<file path="config.mk">
export PLATFORM = sky130hd
export DESIGN_NAME = sdclk_divider
export DESIGN_NICKNAME = d
export VERILOG_FILES = /design/src/rtl/sdclk_pkg.sv /design/src/rtl/sdclk_sel_decode.sv /design/src/rtl/sdclk_ratio_counter.sv /design/src/rtl/sdclk_out_gate.sv /design/src/rtl/sdclk_stable_track.sv /design/src/rtl/sdclk_divider.sv
export SDC_FILE = /design/constraint.sdc
export NUM_CORES = 1
export LEC_CHECK = 0
export BUFFER_PORTS_ARGS = -buffer_cell sky130_fd_sc_hd__buf_4
export CAP_MARGIN = 20
export CORE_UTILIZATION = 57
export CTS_CLUSTER_SIZE = 24
export DETAILED_ROUTE_END_ITERATION = 8
export HOLD_SLACK_MARGIN = 0.06
export PLACE_DENSITY = 0.89
export SETUP_SLACK_MARGIN = 0.5
export SLEW_MARGIN = 5
export SYNTH_ARGS = -nofsm -noshare
export SYNTH_HDL_FRONTEND = slang
export SYNTH_SLANG_ARGS = --single-unit
</file>
<file path="constraint.sdc">
create_clock -name clk_base -period 5.6 [get_ports clk_base]
set_clock_uncertainty 0.05 [all_clocks]
set_input_delay 1.12 -clock clk_base [delete_from_list [all_inputs] [get_ports clk_base]]
set_output_delay 1.12 -clock clk_base [all_outputs]
set_load 0.005 [all_outputs]
</file>
<file path="src/rtl/sdclk_pkg.sv">
package sdclk_pkg;
  typedef enum logic [1:0] {
    MODE_STOP = 2'd0,
    MODE_BYP  = 2'd1,
    MODE_DIV  = 2'd2
  } sd_mode_e;
endpackage

</file>
<file path="src/rtl/sdclk_sel_decode.sv">
module sdclk_sel_decode #(
  parameter int SEL_W = 8,
  parameter int K_W   = $clog2(SEL_W + 1)
) (
  input  logic [SEL_W-1:0] sel,
  output logic [K_W-1:0]   ratio_k
);
  // ratio_k = index of highest set bit plus one, zero for an empty field
  logic [SEL_W-1:0] top_bit;

  genvar g;
  generate
    for (g = 0; g < SEL_W; g++) begin : g_top
      if (g == SEL_W - 1) begin : g_msb
        assign top_bit[g] = sel[g];
      end else begin : g_low
        assign top_bit[g] = sel[g] & ~(|sel[SEL_W-1:g+1]);
      end
    end
  endgenerate

  always_comb begin
    ratio_k = '0;
    for (int i = 0; i < SEL_W; i++) begin
      if (top_bit[i]) ratio_k = K_W'(i + 1);
    end
  end

  always_comb begin
    if (sel != '0) begin

      top_bit_chk: assert (sel[ratio_k - K_W'(1)] && ((sel >> ratio_k) == '0));
    end
  end
endmodule

</file>
<file path="src/rtl/sdclk_ratio_counter.sv">
module sdclk_ratio_counter
  import sdclk_pkg::*;
#(
  parameter int SEL_W = 8,
  parameter int K_W   = $clog2(SEL_W + 1),
  parameter int CNT_W = (SEL_W > 1) ? SEL_W - 1 : 1
) (
  input  logic           clk,
  input  logic           rst,
  input  logic           en,
  input  logic [K_W-1:0] tgt_k,
  output sd_mode_e       mode_q,
  output logic           div_q,
  output logic           at_bound
);
  logic [K_W-1:0]   act_k;
  logic [CNT_W-1:0] cnt_q;
  logic [CNT_W-1:0] half_m1;

  // last count of a half period for the active ratio
  always_comb begin
    half_m1 = '0;
    if (act_k != '0) half_m1 = CNT_W'((32'd1 << (act_k - K_W'(1))) - 32'd1);
  end

  // a new setting may only be taken where the output is about to be low
  assign at_bound = (mode_q != MODE_DIV) || (div_q && (cnt_q == half_m1));

  always_ff @(posedge clk) begin
    if (rst) begin
      mode_q <= MODE_STOP;
      act_k  <= '0;
      cnt_q  <= '0;
      div_q  <= 1'b0;
    end else if (at_bound) begin
      cnt_q <= '0;
      div_q <= 1'b0;
      if (!en) begin
        mode_q <= MODE_STOP;
        act_k  <= '0;
      end else if (tgt_k == '0) begin
        mode_q <= MODE_BYP;
        act_k  <= '0;
      end else begin
        mode_q <= MODE_DIV;
        act_k  <= tgt_k;
      end
    end else if (cnt_q == half_m1) begin
      cnt_q <= '0;
      div_q <= ~div_q;
    end else begin
      cnt_q <= cnt_q + CNT_W'(1);
    end
  end


  cnt_range_chk: assert property (@(posedge clk) disable iff (rst)
    (mode_q == MODE_DIV) |-> (cnt_q <= half_m1));


  mode_switch_low_chk: assert property (@(posedge clk) disable iff (rst)
    (($past(mode_q) == MODE_DIV) && (act_k != $past(act_k))) |-> ($past(div_q) && !div_q));


  reset_clear_chk: assert property (@(posedge clk) disable iff (rst)
    $fell(rst) |-> ((cnt_q == '0) && !div_q && (mode_q == MODE_STOP)));
endmodule

</file>
<file path="src/rtl/sdclk_out_gate.sv">
module sdclk_out_gate (
  input  logic clk,
  input  logic rst,
  input  logic byp_on,
  input  logic div_q,
  output logic sd_clk
);
  logic gate_q;

  // gate changes only while clk is low, so the bypass path never chops a pulse
  always_ff @(negedge clk) begin
    if (rst) gate_q <= 1'b0;
    else     gate_q <= byp_on;
  end

  assign sd_clk = div_q | (clk & gate_q);


  gate_reset_chk: assert property (@(posedge clk) disable iff (rst)
    $fell(rst) |-> !gate_q);
endmodule

</file>
<file path="src/rtl/sdclk_stable_track.sv">
module sdclk_stable_track (
  input  logic clk,
  input  logic rst,
  input  logic wr_en,
  input  logic en,
  input  logic at_bound,
  output logic stable_q
);
  logic [1:0] pend_q;

  always_ff @(posedge clk) begin
    if (rst) begin
      pend_q   <= 2'd2;
      stable_q <= 1'b0;
    end else if (wr_en || !en) begin
      pend_q   <= 2'd2;
      stable_q <= 1'b0;
    end else if (at_bound && (pend_q != 2'd0)) begin
      pend_q <= pend_q - 2'd1;
      if (pend_q == 2'd1) stable_q <= 1'b1;
    end
  end


  wr_clears_stable_chk: assert property (@(posedge clk) disable iff (rst)
    wr_en |=> !stable_q);


  stable_rise_chk: assert property (@(posedge clk) disable iff (rst)
    $rose(stable_q) |-> ($past(at_bound) && $past(en) && !$past(wr_en)));
endmodule

</file>
<file path="src/rtl/sdclk_divider.sv">
module sdclk_divider
  import sdclk_pkg::*;
#(
  parameter int REG_W    = 16,
  parameter int SEL_W    = 8,
  parameter int SEL_LSB  = 8,
  parameter int STAT_BIT = 3
) (
  input  logic             clk_base,
  input  logic             rst,
  input  logic             cfg_wr_en,
  input  logic [REG_W-1:0] cfg_wr_data,
  input  logic             ext_clk_en,
  output logic [REG_W-1:0] cfg_rd_data,
  output logic             sd_clk,
  output logic             clk_stable
);
  localparam int K_W   = $clog2(SEL_W + 1);
  localparam int CNT_W = (SEL_W > 1) ? SEL_W - 1 : 1;

  logic [SEL_W-1:0] sel_q;
  logic [K_W-1:0]   ratio_k;
  sd_mode_e         mode_q;
  logic             div_q;
  logic             at_bound;
  logic             stable_q;

  always_ff @(posedge clk_base) begin
    if (rst)            sel_q <= '0;
    else if (cfg_wr_en) sel_q <= cfg_wr_data[SEL_LSB +: SEL_W];
  end

  sdclk_sel_decode #(.SEL_W(SEL_W), .K_W(K_W)) dec_i (
    .sel     (sel_q),
    .ratio_k (ratio_k)
  );

  sdclk_ratio_counter #(.SEL_W(SEL_W), .K_W(K_W), .CNT_W(CNT_W)) cnt_i (
    .clk      (clk_base),
    .rst      (rst),
    .en       (ext_clk_en),
    .tgt_k    (ratio_k),
    .mode_q   (mode_q),
    .div_q    (div_q),
    .at_bound (at_bound)
  );

  sdclk_out_gate gate_i (
    .clk    (clk_base),
    .rst    (rst),
    .byp_on (mode_q == MODE_BYP),
    .div_q  (div_q),
    .sd_clk (sd_clk)
  );

  sdclk_stable_track stat_i (
    .clk      (clk_base),
    .rst      (rst),
    .wr_en    (cfg_wr_en),
    .en       (ext_clk_en),
    .at_bound (at_bound),
    .stable_q (stable_q)
  );

  always_comb begin
    cfg_rd_data                     = '0;
    cfg_rd_data[SEL_LSB +: SEL_W]   = sel_q;
    cfg_rd_data[STAT_BIT]           = stable_q;
  end

  assign clk_stable = stable_q;


  sel_update_chk: assert property (@(posedge clk_base) disable iff (rst)
    cfg_wr_en |=> (cfg_rd_data[SEL_LSB +: SEL_W] == $past(cfg_wr_data[SEL_LSB +: SEL_W])));


  disabled_no_stable_chk: assert property (@(posedge clk_base) disable iff (rst)
    !ext_clk_en |=> !clk_stable);
endmodule

</file>
==> results by group <==
Die
  • Core Region: around 2700 sq um
  • Chip Height: 55.44 um
  • Starting Density: 0.5954
  • Site Rows: 19
  • Die width: between 50 and 60 um
  • # IOs: 38
  • Die Footprint: between 3000 and 4000 sq um

STA
  • Final setup margin: ~0.63 ns
  • Fin. Hold Viols: 0
  • Final setup fails: 0
  • Total negative slack: 0 ns
  • Fin. max-slew vios: 0
  • Worst-margin pin slew: between 0.5 and 0.6 ns
  • Max_slew headroom: 0.6280
  • RSZ-0062 raised after global routing: false

Detailed routing
  • Vias: 1,316
  • Avg Vias per Cell: between 5 and 6
  • Routed wire per std cell: 12.59 um
  • Total wire length: slightly below 3000 um
  • DRC Markers: 0
  • Drt first pass iters: 4
  • Post-DRT Antenna Nets: 0
  • 1st-iter DRT viols: 38

Worst setup path
  • Most used cell, CP: nand2_1
  • CP top delay family: flip-flops
  • CP endpoint kind: output port
  • CP max FO: 1
  • CP max stage cell: dfxtp_1
  • Arrival time worst endpoint: ~3.8 ns
  • CP Class: reg2out
  • Required @ worst endpoint: 4.43 ns
  • Crit path cell chain: nand2_1 > nand2_1 > buf_4
  • Crit path launch type: flip-flop
  • Worst path bufs/invs: 1
  • Worst path max stage delay: just under 0.3 ns

Pwr
  • Pwr/cell area: between 200 and 250 nW/um^2
  • Max VDD drop: roughly 0.18 mV
  • Leakage: about 0.00076 uW

CTS
  • Clock transition at path regs: between 0.1 and 0.15 ns
  • CTS-repair resized insts: 0
  • Skew-Pair Late Insertion Delay: around 0.43 ns
  • Hold-fix buffers, CTS: 0
  • Setup Buffers After CTS: 0
  • CTS tree: done

Logic synthesis
  • Synthesis warning total: 0
  • Yosys reg bits: 26
  • Synth Cell Area: 1628 sq um
  • Area contributors post-synth: dfxtp_1 (32%), mux2i_1 (7.4%), nor2_1 (6.0%), buf_4 (4.2%), nand2_1 (3.5%)
  • Syn_area_per_cell: 8.847 sq um
  • Number of distinct library cells after synthesis: 48
  • Sequential area share after synthesis: 0.3198
  • Most used DFF post-synth: dfxtp_1
  • Number of synthesized flops with an enable pin: 0
  • Largest area contributor in the netlist: dfxtp_1
  • Synth top area share: 0.3198
  • Top cells by count, synth: dfxtp_1 (26), nor2_1 (26), nand2_1 (15), mux2i_1 (12)
  • Post-synthesis cell count: between 150 and 200
  • Asr flop ratio synth: 0

Place
  • Detailed placement HPWL: about 2200 um
  • RD Place Congestion: 0.7641
  • IO buf count: 22
  • Pre-CTS setup slack: 1.134 ns

Global route
  • First-pass GRT wire length: about 5300 um
  • Total GRT Usage: 0.2179
  • Largest net degree at the start of global routing: 16
  • Initial antenna violation count: 0
  • Number of global-route vias before repair: roughly 1.3k
  • GRT overflow: 0

Cells and area
  • Layout cells sized above 1: 0.2157
  • Diode count: 0
  • Area Growth Syn to Fin: 10.91%
  • # nets final: around 230
  • Fillers: roughly 200

Run
  • Maxcap violations: 0

Min path
  • Hold crit path type: reg2reg

Run status
  • Status: finished, final reports clean
registers in the layout, summed over array words and instances, names as in the netlist:
| register | count |
|---|---|
| stat_i.pend_q | 2 |
| gate_i.gate_q | 1 |
| stat_i.stable_q | 1 |
| sel_q | 8 |
| cnt_i.act_k | 4 |
| cnt_i.cnt_q | 7 |
| cnt_i.div_q | 1 |
| cnt_i.mode_q | 2 |
path summary, 6_finish.rpt:
kind / start / endpoint / slack, ns / depth (start not counted)
setup reg to reg: cnt_i.mode_q[0] / gate_i.gate_q / 2.20 / 1
hold reg to reg: stat_i.stable_q / stat_i.stable_q / 0.44 / 2
hold / removal: stat_i.stable_q / stat_i.stable_q / 0.44 / 2
setup / recovery: gate_i.gate_q / sd_clk / 0.63 / 3
report_power, final:
part	internal (uW)	leakage (uW)	switching, uW
combinational	53.2	0.000496	59.4
clock	65.6	0.0000532	63.8
sequential	194	0.000212	14.2
through the flow:
step	utilization	total power (uW)	std cells	hold slack (ns)	cell area (sq um)
floorplan	-	306.5	190	0.3994	1650
CTS	0.6604	455.8	235	0.4393	1805
finish	0.6604	450.7	235	0.4357	1805
global route	0.6604	478.6	235	0.4508	1805
detailed placement	0.6389	328.6	228	0.4205	1747
global placement	0.6389	325.8	228	0.4131	1747
cells in the final DEF (no fill, tap or decap), drive strengths merged, types with 2 or more instances in the layout:
master | synthesis | routed
a21oi | 3 | 3
and3 | 2 | 2
ha | 4 | 4
nor2 | 26 | 26
buf | 13 | 22
o21ai | 8 | 8
nor3b | 7 | 7
nand3 | 8 | 8
inv | 9 | 9
xor2 | 2 | 2
o211ai | 8 | 8
o21a | 2 | 2
or4 | 2 | 2
conb | 1 | 7
and2b | 2 | 2
dfxtp | 26 | 26
a21boi | 2 | 2
xnor2 | 5 | 5
nand2b | 3 | 3
nand2 | 15 | 15
clkbuf | 2 | 7
mux2i | 12 | 12
o31ai | 3 | 3
nor2b | 5 | 5
cells by family after synthesis:
group	count (synthesis)	synth area share
simple gates	76	0.2613
buf+inv	24	0.08685
mux	13	0.08301
other cells	1	0.002304
fa+ha+maj	4	0.03075
compound gates	33	0.1783
xor+xnor	7	0.03766
flops	26	0.3198
metal layers:
layer | routed length, um | vias up | track usage | part of all wire
met4 | 82 | 0 | 0.1321 | 0.028
met2 | 1375 | 46 | 0.3460 | 0.46
met5 | 0 | - | 0 | 0
li1 | - | 665 | - | -
met1 | 1353 | 594 | 0.2706 | 0.46
met3 | 147 | 11 | 0.04450 | 0.050
area by class of cell:
type                    instances  area (sq um)  share of cell area
clock buffers                   8         66.31             0.03673
clock inverters                 1         3.754            0.002079
inverters                       8         30.03             0.01663
multi-input cells             140         988.4              0.5475
flip-flops and latches         26         520.5              0.2883
well taps                      31         38.79             0.02148
repair buffers                 21         157.7             0.08732
Note: power is estimated with default switching activity, not from simulation.
